[config.mk]
export PLATFORM = sky130hd
export DESIGN_NAME = rst_cause_reg
export DESIGN_NICKNAME = d
export VERILOG_FILES = /design/src/rtl/rcc_pkg.sv /design/src/rtl/rcc_cause_decode.sv /design/src/rtl/rcc_flag_bank.sv /design/src/rtl/rcc_rst_pulse.sv /design/src/rtl/rst_cause_reg.sv
export SDC_FILE = /design/constraint.sdc
export NUM_CORES = 1
export LEC_CHECK = 0
export ABC_AREA = 1
export BUFFER_PORTS_ARGS = -buffer_cell sky130_fd_sc_hd__buf_4
export CAP_MARGIN = 20
export CORE_MARGIN = 10
export CORE_UTILIZATION = 41
export CTS_CLUSTER_SIZE = 24
export DETAILED_ROUTE_END_ITERATION = 10
export PLACE_DENSITY = 0.84
export SLEW_MARGIN = 20
export SYNTH_ARGS = -nofsm -noshare
export SYNTH_HDL_FRONTEND = slang
export SYNTH_SLANG_ARGS = --single-unit
[constraint.sdc]
create_clock -name clk -period 1.2 [get_ports clk]
set_input_delay 0.06 -clock clk [delete_from_list [all_inputs] [get_ports clk]]
set_output_delay 0.06 -clock clk [all_outputs]
set_load 0.01 [all_outputs]
[src/rtl/rcc_pkg.sv]
package rcc_pkg;
  localparam int NUM_CAUSE = 6;
  localparam int CI_PWR  = 0;
  localparam int CI_EXT  = 1;
  localparam int CI_MCS  = 2;
  localparam int CI_SCS  = 3;
  localparam int CI_SW   = 4;
  localparam int CI_WDT  = 5;
  localparam logic [1:0] SRC_MAIN = 2'b00;
  localparam logic [1:0] SRC_RC   = 2'b01;
  localparam logic [1:0] SRC_PLL  = 2'b10;
  localparam logic [1:0] SRC_SUB  = 2'b11;
endpackage

[src/rtl/rcc_cause_decode.sv]
module rcc_cause_decode
  import rcc_pkg::*;
(
  input  logic                 ext_rst_n,
  input  logic                 main_clk_lost,
  input  logic                 sub_clk_lost,
  input  logic [1:0]           sys1_src,
  input  logic [1:0]           sys2_src,
  input  logic [1:0]           wdt_src,
  input  logic [2:0]           clk_en_off,
  input  logic                 csd_rst_en,
  input  logic                 sw_rst_wr,
  input  logic                 wdt_expired,
  input  logic                 wdt_bad_key,
  input  logic                 rc_freq_wr,
  input  logic                 stop_req,
  input  logic                 rst_on_stop,
  output logic [NUM_CAUSE-1:0] set_vec
);
  logic main_used, sub_used, rc_off_csd, wdt_clk_off;
  logic [1:0] wdt_clk_idx;

  always_comb begin
    main_used = (sys1_src == SRC_MAIN) || (sys1_src == SRC_PLL) ||
                (sys2_src == SRC_MAIN) || (sys2_src == SRC_PLL) ||
                (wdt_src  == SRC_MAIN) || (wdt_src  == SRC_PLL);
    sub_used  = (sys1_src == SRC_SUB) || (sys2_src == SRC_SUB) ||
                (wdt_src == SRC_SUB);
    rc_off_csd = clk_en_off[0] & csd_rst_en;
    case (wdt_src)
      SRC_RC:  wdt_clk_idx = 2'd0;
      SRC_SUB: wdt_clk_idx = 2'd2;
      default: wdt_clk_idx = 2'd1;
    endcase
    wdt_clk_off = clk_en_off[wdt_clk_idx];
  end

  always_comb begin
    set_vec          = '0;
    set_vec[CI_EXT]  = ~ext_rst_n;
    set_vec[CI_MCS]  = (main_clk_lost & main_used) | rc_off_csd;
    set_vec[CI_SCS]  = (sub_clk_lost & sub_used) | rc_off_csd;
    set_vec[CI_SW]   = sw_rst_wr;
    set_vec[CI_WDT]  = wdt_expired | wdt_bad_key | wdt_clk_off |
                       (rc_freq_wr & (wdt_src == SRC_RC)) |
                       (stop_req & rst_on_stop);
  end
endmodule

[src/rtl/rcc_flag_bank.sv]
module rcc_flag_bank
  import rcc_pkg::*;
(
  input  logic                 clk,
  input  logic                 pwr_rst,
  input  logic [NUM_CAUSE-1:0] set_vec,
  input  logic                 clr,
  output logic [NUM_CAUSE-1:0] flags
);
  for (genvar i = 0; i < NUM_CAUSE; i++) begin : g_flag
    always_ff @(posedge clk) begin
      if (pwr_rst) begin
        if (i == CI_PWR || i == CI_EXT) flags[i] <= 1'b1;
      end else begin
        flags[i] <= (flags[i] & ~clr) | set_vec[i];
      end
    end
  end

  // a set condition leaves its flag at 1, even under a clearing read
  a_r10_set_wins: assert property (@(posedge clk) disable iff (pwr_rst)
    (|set_vec) |=> ((flags & $past(set_vec)) == $past(set_vec)));
  // a clearing read with no set condition empties the flags
  a_r9_clear: assert property (@(posedge clk) disable iff (pwr_rst)
    (clr && !(|set_vec)) |=> (flags == '0));
  // without a clearing read or a set condition the flags hold
  a_r1_hold: assert property (@(posedge clk) disable iff (pwr_rst)
    (!clr && !(|set_vec)) |=> $stable(flags));
endmodule

[src/rtl/rcc_rst_pulse.sv]
module rcc_rst_pulse #(
  parameter int PULSE_LEN = 16
) (
  input  logic clk,
  input  logic pwr_rst,
  input  logic trig,
  output logic req
);
  localparam int CW = $clog2(PULSE_LEN + 1);
  localparam logic [CW-1:0] LOAD = CW'(PULSE_LEN);
  logic [CW-1:0] cnt;

  always_ff @(posedge clk) begin
    if (pwr_rst) begin
      cnt <= '0;
      req <= 1'b0;
    end else if (trig) begin
      cnt <= LOAD;
      req <= 1'b1;
    end else begin
      if (cnt != '0) cnt <= cnt - 1'b1;
      req <= (cnt > CW'(1));
    end
  end

  // request rises on the edge that captures a trigger
  a_r11_start: assert property (@(posedge clk) disable iff (pwr_rst)
    trig |=> req);
  // request ends once the count is spent
  a_r11_end: assert property (@(posedge clk) disable iff (pwr_rst)
    (!trig && cnt <= CW'(1)) |=> !req);
  // no request appears without a trigger
  a_r11_idle: assert property (@(posedge clk) disable iff (pwr_rst)
    (!req && !trig) |=> !req);
endmodule

[src/rtl/rst_cause_reg.sv]
module rst_cause_reg
  import rcc_pkg::*;
#(
  parameter int          ADDR_W    = 12,
  parameter logic [11:0] BASE_ADDR = 12'h40A,
  parameter int          PULSE_LEN = 16
) (
  input  logic              clk,
  input  logic              por_evt,
  input  logic              lvd_evt,
  input  logic              lvd_en,
  input  logic              ext_rst_n,
  input  logic              main_clk_lost,
  input  logic              sub_clk_lost,
  input  logic [1:0]        sys1_src,
  input  logic [1:0]        sys2_src,
  input  logic [1:0]        wdt_src,
  input  logic [2:0]        clk_en_off,
  input  logic              csd_rst_en,
  input  logic              sw_rst_wr,
  input  logic              wdt_expired,
  input  logic              wdt_bad_key,
  input  logic              rc_freq_wr,
  input  logic              stop_req,
  input  logic              rst_on_stop,
  input  logic              bus_rd,
  input  logic [ADDR_W-1:0] bus_addr,
  output logic [15:0]       bus_rdata,
  output logic              sys_rst_req
);
  localparam logic [ADDR_W-1:0] WORD_ADR = ADDR_W'(BASE_ADDR);
  localparam logic [ADDR_W-1:0] BYTE_ADR = ADDR_W'(BASE_ADDR) + ADDR_W'(1);

  logic                 pwr_rst;
  logic [NUM_CAUSE-1:0] set_vec, flags;
  logic                 rd_word, rd_byte;

  assign pwr_rst = por_evt | (lvd_evt & lvd_en);
  assign rd_word = bus_rd && (bus_addr == WORD_ADR);
  assign rd_byte = bus_rd && (bus_addr == BYTE_ADR);

  rcc_cause_decode u_dec (
    .ext_rst_n(ext_rst_n), .main_clk_lost(main_clk_lost),
    .sub_clk_lost(sub_clk_lost), .sys1_src(sys1_src), .sys2_src(sys2_src),
    .wdt_src(wdt_src), .clk_en_off(clk_en_off), .csd_rst_en(csd_rst_en),
    .sw_rst_wr(sw_rst_wr), .wdt_expired(wdt_expired),
    .wdt_bad_key(wdt_bad_key), .rc_freq_wr(rc_freq_wr),
    .stop_req(stop_req), .rst_on_stop(rst_on_stop), .set_vec(set_vec)
  );

  rcc_flag_bank u_flags (
    .clk(clk), .pwr_rst(pwr_rst), .set_vec(set_vec),
    .clr(rd_byte), .flags(flags)
  );

  rcc_rst_pulse #(.PULSE_LEN(PULSE_LEN)) u_pulse (
    .clk(clk), .pwr_rst(pwr_rst), .trig(|set_vec), .req(sys_rst_req)
  );

  always_ff @(posedge clk) begin
    if (pwr_rst)      bus_rdata <= '0;
    else if (rd_word) bus_rdata <= {2'b00, flags, 8'h00};
    else if (rd_byte) bus_rdata <= {10'h000, flags};
    else              bus_rdata <= '0;
  end

  // unused positions of the read data stay zero
  a_r1_pad_zero: assert property (@(posedge clk) disable iff (pwr_rst)
    (bus_rdata[15:14] == 2'b00) &&
    ((bus_rdata[15:8] == 8'h00) || (bus_rdata[7:0] == 8'h00)));
  // a clearing read returns the flags held before the edge
  a_r9_byte_data: assert property (@(posedge clk) disable iff (pwr_rst)
    rd_byte |=> (bus_rdata[5:0] == $past(flags)));
endmodule

==> results by group, run 1 <==
Logic synthesis
  • Mapped Cells: 153
  • Post-Syn Area: 0.00114 mm2
  • Post-synth top cells: 35 x nand2_1, 28 x inv_1, 28 x nor2_1
  • Post-synth EDFFs: 4
  • Synthesized flop and latch total: 24
  • Unique masters post-synth: 23
  • Count leader, synth: nand2_1
  • Yosys top cell area share: 0.352
  • Async set-reset flop share out of synthesis: 0
  • Synth warn: 0
  • Synth area leader: dfxtp_1
  • Top_reg_cell synth: dfxtp_1
  • Sequential share of the synthesized area: 0.457
  • Mean Syn Cell Area: 7.44 um2
  • Synth area leaders: dfxtp_1 35%, nand2_1 12%, edfxtp_1 11%

Route
  • Final WL: between 2000 and 2500 um
  • First drt pass iteration count: 4
  • Post-DR wirelength/cell: between 10 and 15 um
  • Initial DRC Count: 26
  • DR vias: a little over 1k
  • Antenna viol nets, final: 0
  • # DRC: 0
  • Routed vias/inst: 4.29

GRT
  • Initial antenna violation count: 0
  • GRT Max-Usage Layer: met2
  • Pin count of the biggest net entering global routing: 14
  • Total GRT Usage: 0.0918
  • Total global routing overflow: 0
  • Met2 Usage GRT: 0.163
  • First-pass GRT wire length: around 4000 um
  • Met1 GRT Util: 0.0898
  • Met3 Use GR: 0.0422
  • Number of global-route vias before repair: ~1.0k

Worst setup path
  • Arrival time of the worst setup path: about 1400 ps
  • Crit end category: flop
  • CP Class: flop to flop
  • CP max FO: 3
  • Worst setup SP type: flop
  • Worst EP required: approximately 1500 ps

Power
  • Leak: approximately 0.9 nW
  • P per Cell Area: 906 mW/mm2
  • Max VDD drop: between 0.7 and 0.8 mV

STA
  • Tcrit/Tclk final: 0.918
  • Max Slew Vio Count: 0
  • Final setup fails: 0
  • RSZ-0062 raised after global routing: yes
  • Hold Violations, Final: 0
  • Clock Skew: 7.28 ps
  • Fin crit period: approximately 1100 ps
  • Achievable Freq: between 0.9 and 1 GHz

Final layout
  • Nets@finish: approximately 250
  • Area grow syn2layout: 39.0%
  • Layout cells sized above 1: 0.345
  • Fill cells: about 270
  • Design area: about 0.0016 mm2
  • N_diodes: 0
  • Final Util: 0.584

Floorplanning
  • Die area: approximately 0.0053 mm2
  • Die W: ~73 um
  • # rows: 19
  • IO Pins: 53
  • Die H: 72.7 um
  • Initial core utilization: 0.420
  • Core area: 0.00271 mm2

CTS
  • Worst-Skew Late Latency: 300 ps
  • CTS sink cnt: 24
  • Total CTS buffers: 3
  • Htree depth: 1
  • Clock-pin slew on the worst setup and hold paths: 130 ps
  • Post-CTS Setup Inserts: 0
  • Worst-case clock buffer depth: 2
  • Clock root cell: clkbuf_4
  • Clock tree from TritonCTS: done

Placement
  • Hpwl dp: approximately 2100 um
  • DP Area: between 0.0015 and 0.002 mm2
  • Gp weighted congestion: 0.739
  • Port bufs: 48

Run
  • Max_cap viols: 0

Run status
  • Status: complete, no violations

Worst hold path
  • Hold Path Class: input port to flop
area by class of cell:
cell class	count	area (um2)	share of cell area
Tap cell	31	38.8	0.0245
Inverter	29	109	0.0688
Sequential cell	24	523	0.330
Multi-Input combinational cell	99	500	0.316
Clock buffer	4	36.3	0.0229
Timing Repair Buffer	50	375	0.237
logic make-up after synthesis:
kind of cell    Yosys count  synth area share
other cells               1           0.00329
flops                    24             0.457
fa+ha+maj                 3            0.0330
buf+inv                  33             0.122
xor+xnor                  2            0.0154
simple gates             83             0.326
compound gates            7            0.0429
timing repair:
item,CTS,global route
setup endpoints to repair,2,4
gates resized for setup,1,9
hold buffers,0,0
pin swaps,0,1
hold endpoints to repair,0,0
layer usage:
layer	wire (um)	part of all wire
met4	29	0.012
met1	1000	0.41
met5	0	0
met2	1210	0.49
met3	227	0.092
sequential cells by signal, summed over array words and instances (netlist names):
| signal | cells |
|---|---|
| u_flags.flags | 6 |
| u_pulse.req | 1 |
| bus_rdata | 12 |
| u_pulse.cnt | 5 |
path summary, 6_finish.rpt:
path	startpoint	endpoint	slack, ps	cells past startpoint
setup / recovery	u_pulse.cnt[0]$_SDFFE_PP0P_	u_pulse.cnt[0]$_SDFFE_PP0P_	100	6
hold / removal	sw_rst_wr	u_flags.flags[4]$_DFFE_PN_	20	3
setup reg to reg	u_pulse.cnt[0]$_SDFFE_PP0P_	u_pulse.cnt[0]$_SDFFE_PP0P_	100	6
hold reg to reg	u_flags.flags[0]$_SDFF_PP1_	bus_rdata[0]$_SDFF_PP0_	460	2
worst max-delay path, cell delays in order, from the launching register on:
cell and delay (ps):
dfxtp_2 340, inv_1 90, ha_2 200, nand3_2 110, xor2_1 150, inv_1 60, nor2_1 100
through the flow:
| stage | hold slack [ps] | TNS, ps | power, mW | cells | setup slack (ps) |
|---|---|---|---|---|---|
| global placement | 331 | 0 | 1.04 | 233 | 58.2 |
| finish | 19.3 | 0 | 1.43 | 237 | 98.8 |
| floorplan | 186 | 0 | 0.935 | 156 | 50.2 |
| CTS | 13.1 | 0 | 1.45 | 237 | 6.84 |
| global route | 8.51 | -11.1 | 1.50 | 237 | -9.50 |
| detailed placement | 334 | 0 | 1.04 | 233 | 3.36 |
report_power, final:
| group | total, mW | internal, mW | switching [mW] |
|---|---|---|---|
| clock network | 0.407 | 0.185 | 0.222 |
| logic | 0.197 | 0.110 | 0.0875 |
| registers | 0.829 | 0.825 | 0.00372 |
| total | 1.43 | 1.12 | 0.313 |
cells in the final DEF (no fill, tap or decap):
cell type	Yosys	final
buf_4	4	50
nand2_1	35	35
nor2_1	28	28
inv_1	28	26
dfxtp_1	20	18
nand3_1	7	6
nor2_2	4	4
conb_1	1	4
edfxtp_1	4	4
inv_2	1	3
nand3_2	2	3
o21ai_1	0	3
clkbuf_4	0	3
nor3_1	2	2
a21oi_1	2	2
xor2_1	2	2
ha_2	0	2
dfxtp_2	0	2
nor4_1	1	1
and3b_1	1	1
nand3b_1	1	1
nor3_2	1	1
a21oi_4	1	1
nand4_2	1	1
o211ai_1	1	1
ha_1	3	1
clkbuf_8	0	1
(Power assumes the default switching activity.)
==> run 2: changes to the inputs <==
- GPL_TIMING_DRIVEN: not set -> 0
==> run 2 against run 1 <==
Net effect: total power increased by 12%; worst hold slack got worse by 9.0 ps; clock power increased by 41%; core utilization increased by 3.1 points; non-clock buffer count increased by 4.
==> results by group, run 2 (synthesis results as in run 1) <==
Run status
  • Status: complete, no violations

Floorplanning
  • Initial core utilization: 0.420
  • Die H: between 70 and 80 um
  • # rows: 19
  • Core area: roughly 0.0027 mm2
  • IO Pins: 53
  • Die area: between 0.005 and 0.006 mm2
  • Die W: 72.7 um

STA
  • Clock Skew: 4.65 ps
  • Achievable Freq: 0.849 GHz
  • Fin crit period: between 1000 and 1500 ps
  • Final setup fails: 0
  • Tcrit/Tclk final: 0.982
  • Final worst setup slack: between 20 and 25 ps
  • Hold Violations, Final: 0
  • Max Slew Vio Count: 0

Route
  • Antenna viol nets, final: 0
  • Routed vias/inst: around 4.4
  • DR vias: roughly 1.1k
  • Post-DR wirelength/cell: ~11 um
  • Final WL: ~2600 um
  • Initial DRC Count: 32
  • First drt pass iteration count: 4
  • # DRC: 0

Worst hold path
  • Hold Path Class: input port to flop

Placement
  • Port bufs: 48
  • Hpwl dp: roughly 2100 um
  • Dpl cells: 235
  • Pre-CTS setup slack: -61.1 ps
  • Gp weighted congestion: around 0.74
  • DP Area: roughly 0.0015 mm2

Power
  • Leak: ~0.94 nW
  • Final total power: between 1.5 and 2 mW
  • P per Cell Area: about 970 mW/mm2
  • Max VDD drop: 0.847 mV

GRT
  • Pin count of the biggest net entering global routing: 15
  • Total global routing overflow: 0
  • First-pass GRT wire length: 4080 um
  • Number of global-route vias before repair: around 1.0k
  • Total GRT Usage: 0.0924
  • Initial antenna violation count: 0

Final layout
  • Max FFs per register: 12
  • N_diodes: 0
  • Most frequent cells in the layout: 53 x buf_4, 35 x nand2_1, 28 x nor2_1
  • Design area: 0.00167 mm2
  • Area grow syn2layout: 46.4%
  • Layout Cells excl Fill: 241
  • Nets@finish: 250
  • Largest Register: bus_rdata
  • Layout cells sized above 1: 0.357
  • Largest regs: bus_rdata: 12 flops, u_flags.flags: 6 flops, u_pulse.cnt: 5 flops
  • Commonest non-fill, non-tap cell in the layout: buf_4

CTS
  • Worst-Skew Late Latency: ~300 ps
  • Clock root cell: clkbuf_4
  • Clock tree from TritonCTS: done
  • Htree depth: 1
  • Clock-pin slew on the worst setup and hold paths: 130 ps
  • Worst-case clock buffer depth: 2
  • CTS sink cnt: 24
  • Total CTS buffers: 3

Worst setup path
  • Arrival time of the worst setup path: around 1400 ps
  • Crit end category: flop
  • Worst EP required: 1420 ps
  • CP max FO: 4
  • Worst setup SP type: flop
  • CP Class: flop to flop

Run
  • Max_cap viols: 0
[run 2: what timing repair did]
item	CTS	global route
gates cloned	0	0
setup buffers	1	0
resized for setup	3	13
setup endpoints to repair	4	4
hold endpoints to repair	1	0
pin swaps	0	3
hold buffers	1	0
[run 2: path summary, 6_finish.rpt]
path | from | to | slack [ps] | depth (start not counted)
setup / recovery | u_pulse.cnt[0]$_SDFFE_PP0P_ | u_pulse.req$_SDFF_PP0_ | 20 | 7
hold / removal | sw_rst_wr | u_flags.flags[4]$_DFFE_PN_ | 10 | 3
setup reg to reg | u_pulse.cnt[0]$_SDFFE_PP0P_ | u_pulse.req$_SDFF_PP0_ | 20 | 7
hold reg to reg | u_flags.flags[1]$_SDFF_PP1_ | u_flags.flags[1]$_SDFF_PP1_ | 460 | 2
[run 2: cell type report]
cell class              instances  area (um2)
fillers                       238        1040
plain buffers                   4        30.0
well taps                      31        38.8
multi-input cells              99         528
flip-flops and latches         24         528
clock inverters                 1        30.0
repair buffers                 50         378
clock buffers                   3        22.5
inverters                      29         111
[run 2: worst max-delay path: stages, from the launching register on]
cell     delay, ps
dfxtp_4        370
buf_4          150
nor2_1         180
nor2_1          70
nor2_1         120
nand3_1         90
nand2_1         80
inv_1           40
[run 2: routing by layer]
metal	track usage	vias up	part of all wire
li1	-	566	-
met1	0.0876	452	0.39
met2	0.169	30	0.51
met3	0.0449	2	0.088
met4	0.0316	0	0.0095
met5	0	-	0
[run 2: report_power, final]
group | switching (mW) | internal [mW] | leakage [nW] | total (mW)
Sequential | 0.00348 | 0.821 | 0.193 | 0.824
Combinational | 0.0925 | 0.119 | 0.717 | 0.212
Clock | 0.236 | 0.337 | 0.0279 | 0.573
Total | 0.332 | 1.28 | 0.938 | 1.61
[run 2: stage by stage]
| step | hold slack, ps | utilization | TNS [ps] |
|---|---|---|---|
| 2_1_floorplan | 186 | - | 0 |
| 3_3_place_gp | 307 | 0.572 | -86.8 |
| 3_5_place_dp | 313 | 0.572 | -146 |
| 4_1_cts | 12.2 | 0.599 | 0 |
| 5_1_grt | 10.6 | 0.615 | -7.58 |
| 6_report | 10.3 | 0.615 | 0 |
==> run 3: changes to the inputs <==
- ABC_AREA: 1 -> not set
- CORE_UTILIZATION: 41 -> 39
- PLACE_DENSITY: 0.84 -> 0.82
==> run 3 against run 2 <==
Net effect: the run now ends with setup timing left; sequential power grew 1%; largest cell class is now multi-input combinational cells; critical endpoint is now u_pulse.cnt[4]$_SDFFE_PP0P_; area after synthesis fell by 8.8%; first-iteration DRC count fell by 6.3%; cell count down 21%; via count down 13%; register-to-register slack worse by 130 ps; synthesized cell count fell by 35%; sequential share of layout area is 1.3 points higher; critical path depth is 2 lower.
==> results by group, run 3 <==
Run
  • Max_cap viols: 0

Placement
  • Dpl cells: between 150 and 200
  • Hpwl dp: 2320 um
  • Pre-CTS setup slack: -242 ps
  • Gp weighted congestion: 0.913
  • Port bufs: 48

Worst setup path
  • Worst EP required: 1410 ps
  • Worst setup SP type: flop
  • Arrival time of the worst setup path: about 1500 ps
  • CP peak stage delay: roughly 380 ps
  • CP max stage cell: dfxtp_2
  • Crit path buf inv count: 1
  • CP Class: flop to flop
  • Crit end category: flop
  • CP max FO: 3
  • CP delay by family, top: flip-flops
  • CP Cell Sequence: inv_4 > ha_4 > nand2_2 > mux2_4 > o31a_1

STA
  • Clock Skew: between 8 and 9 ps
  • Achievable Freq: 0.763 GHz
  • Fin crit period: 1310 ps
  • Hold Violations, Final: 0
  • Tcrit/Tclk final: 1.09
  • Max Slew Vio Count: 0
  • Final setup fails: 4
  • RSZ-0062 raised after global routing: yes
  • Final worst setup slack: -110 ps

Route
  • Routed vias/inst: between 4 and 5
  • Initial DRC Count: 30
  • Final WL: around 2800 um
  • # DRC: 0
  • Antenna viol nets, final: 0
  • First drt pass iteration count: 4
  • Post-DR wirelength/cell: approximately 15 um
  • DR vias: 909

Logic synthesis
  • Synthesized flop and latch total: 24
  • Sequential share of the synthesized area: 0.501
  • Mean Syn Cell Area: approximately 10 um2
  • Post-Syn Area: between 0.001 and 0.0015 mm2
  • Post-synth EDFFs: 4
  • Mapped Cells: 100
  • Top_reg_cell synth: dfxtp_1
  • Post-synth top cells: 20 x dfxtp_1, 12 x and2_1, 8 x nand2_1
  • Synth warn: 0
  • Synth area leader: dfxtp_1
  • Unique masters post-synth: 32
  • Count leader, synth: dfxtp_1
  • Synth area leaders: dfxtp_1 39%, edfxtp_1 12%, and2_1 7.2%
  • Async set-reset flop share out of synthesis: 0
  • Yosys top cell area share: 0.386

Final layout
  • Area grow syn2layout: 53.6%
  • Max FFs per register: 12
  • Layout cells sized above 1: 0.481
  • Most frequent cells in the layout: 55 x buf_4, 16 x dfxtp_1, 12 x and2_1
  • Largest regs: bus_rdata: 12 flops, u_flags.flags: 6 flops, u_pulse.cnt: 5 flops
  • Commonest non-fill, non-tap cell in the layout: buf_4
  • Nets@finish: 200
  • Layout Cells excl Fill: 190
  • Largest Register: bus_rdata
  • N_diodes: 0

GRT
  • Pin count of the biggest net entering global routing: 15
  • Total GRT Usage: 0.109
  • First-pass GRT wire length: about 4700 um
  • Initial antenna violation count: 0
  • Total global routing overflow: 0
  • Number of global-route vias before repair: about 1.0k

Floorplanning
  • # rows: 18
  • Core area: roughly 0.0025 mm2
  • Die W: a little over 70 um
  • Die area: between 0.005 and 0.006 mm2
  • Die H: 71.6 um
  • IO Pins: 53
  • Initial core utilization: 0.415

Power
  • P per Cell Area: between 900 and 1000 mW/mm2
  • Max VDD drop: slightly below 0.9 mV
  • Leak: between 0.7 and 0.8 nW

CTS
  • Total CTS buffers: 3
  • CTS sink cnt: 24
  • Clock tree from TritonCTS: done
  • Worst-case clock buffer depth: 2
  • Clock root cell: clkbuf_4
  • Worst-Skew Late Latency: 310 ps
  • Htree depth: 1
  • Clock-pin slew on the worst setup and hold paths: between 100 and 150 ps

Run status
  • Status: finished, violations left
  • Failing checks: setup timing

Worst hold path
  • Hold Path Class: input port to flop
-- run 3: cell families (layout without fill, tap and decap cells) --
group	Yosys count	count (layout)	share of synthesized area
other	1	4	0.00361
xor gates and xnor gates	2	2	0.0169
DFF	24	24	0.501
adders and majority gates	3	3	0.0361
muxes	1	1	0.0108
AOI/OAI and AO/OA	14	14	0.120
buffers and inverters	9	66	0.0470
and+or+nand+nor	46	46	0.264
-- run 3: report_power, final --
group	leakage, nW	switching [mW]	internal (mW)
clock	0.0261	0.237	0.254
sequential	0.193	0.00658	0.825
combinational	0.513	0.0725	0.122
-- run 3: metal layers --
| layer | global-route usage | share of wire | vias up |
|---|---|---|---|
| met1 | 0.110 | 0.36 | 417 |
| met2 | 0.214 | 0.56 | 25 |
| met5 | 0 | 0 | - |
| li1 | - | - | 467 |
| met4 | 0.00645 | 0 | 0 |
| met3 | 0.0427 | 0.073 | 0 |
-- run 3: worst register-to-register path, delay by kind of cell, from the launching register on --
kind                     cells  cell delay, ps
flip-flops                   1             380
AND/OR/NAND/NOR              1              60
AO/OA/AOI/OAI                1             270
adder cells (fa/ha/maj)      1             160
multiplexers                 1             290
buffers and inverters        1              60
-- run 3: area by class of cell --
type / instances / area [um2]
inverters: 5 / 23.8
clock buffers: 4 / 47.5
flip-flops and latches: 24 / 526
well taps: 30 / 37.5
multi-input cells: 70 / 528
fillers: 218 / 905
repair buffers: 53 / 403
plain buffers: 4 / 30.0
-- run 3: worst paths after layout --
kind | startpoint | cells after the start | slack [ps] | end
min | csd_rst_en | 3 | 50 | u_flags.flags[3]$_DFFE_PN_
min reg2reg | u_flags.flags[0]$_SDFF_PP1_ | 2 | 460 | u_flags.flags[0]$_SDFF_PP1_
max reg2reg | u_pulse.cnt[0]$_SDFFE_PP0P_ | 5 | -110 | u_pulse.cnt[4]$_SDFFE_PP0P_
max | u_pulse.cnt[0]$_SDFFE_PP0P_ | 5 | -110 | u_pulse.cnt[4]$_SDFFE_PP0P_
-- run 3: timing repair --
item | CTS | global route
pin swaps | 3 | 3
hold endpoints to repair | 1 | 1
endpoints found under the setup margin | 4 | 4
hold buffers | 1 | 1
setup buffers | 2 | 1
gates resized for setup | 5 | 2
-- run 3: per-stage QoR --
stage | util | cell area (um2) | TNS, ps | hold WS (ps) | power (mW)
6_report | 0.638 | 1600 | -184 | 46.0 | 1.52
5_1_grt | 0.638 | 1600 | -481 | 37.5 | 1.59
4_1_cts | 0.630 | 1570 | -222 | 7.42 | 1.52
3_5_place_dp | 0.592 | 1480 | -3000 | 274 | 1.04
3_3_place_gp | 0.592 | 1480 | -2000 | 271 | 1.03
2_1_floorplan | - | 1080 | -21.3 | 132 | 0.924
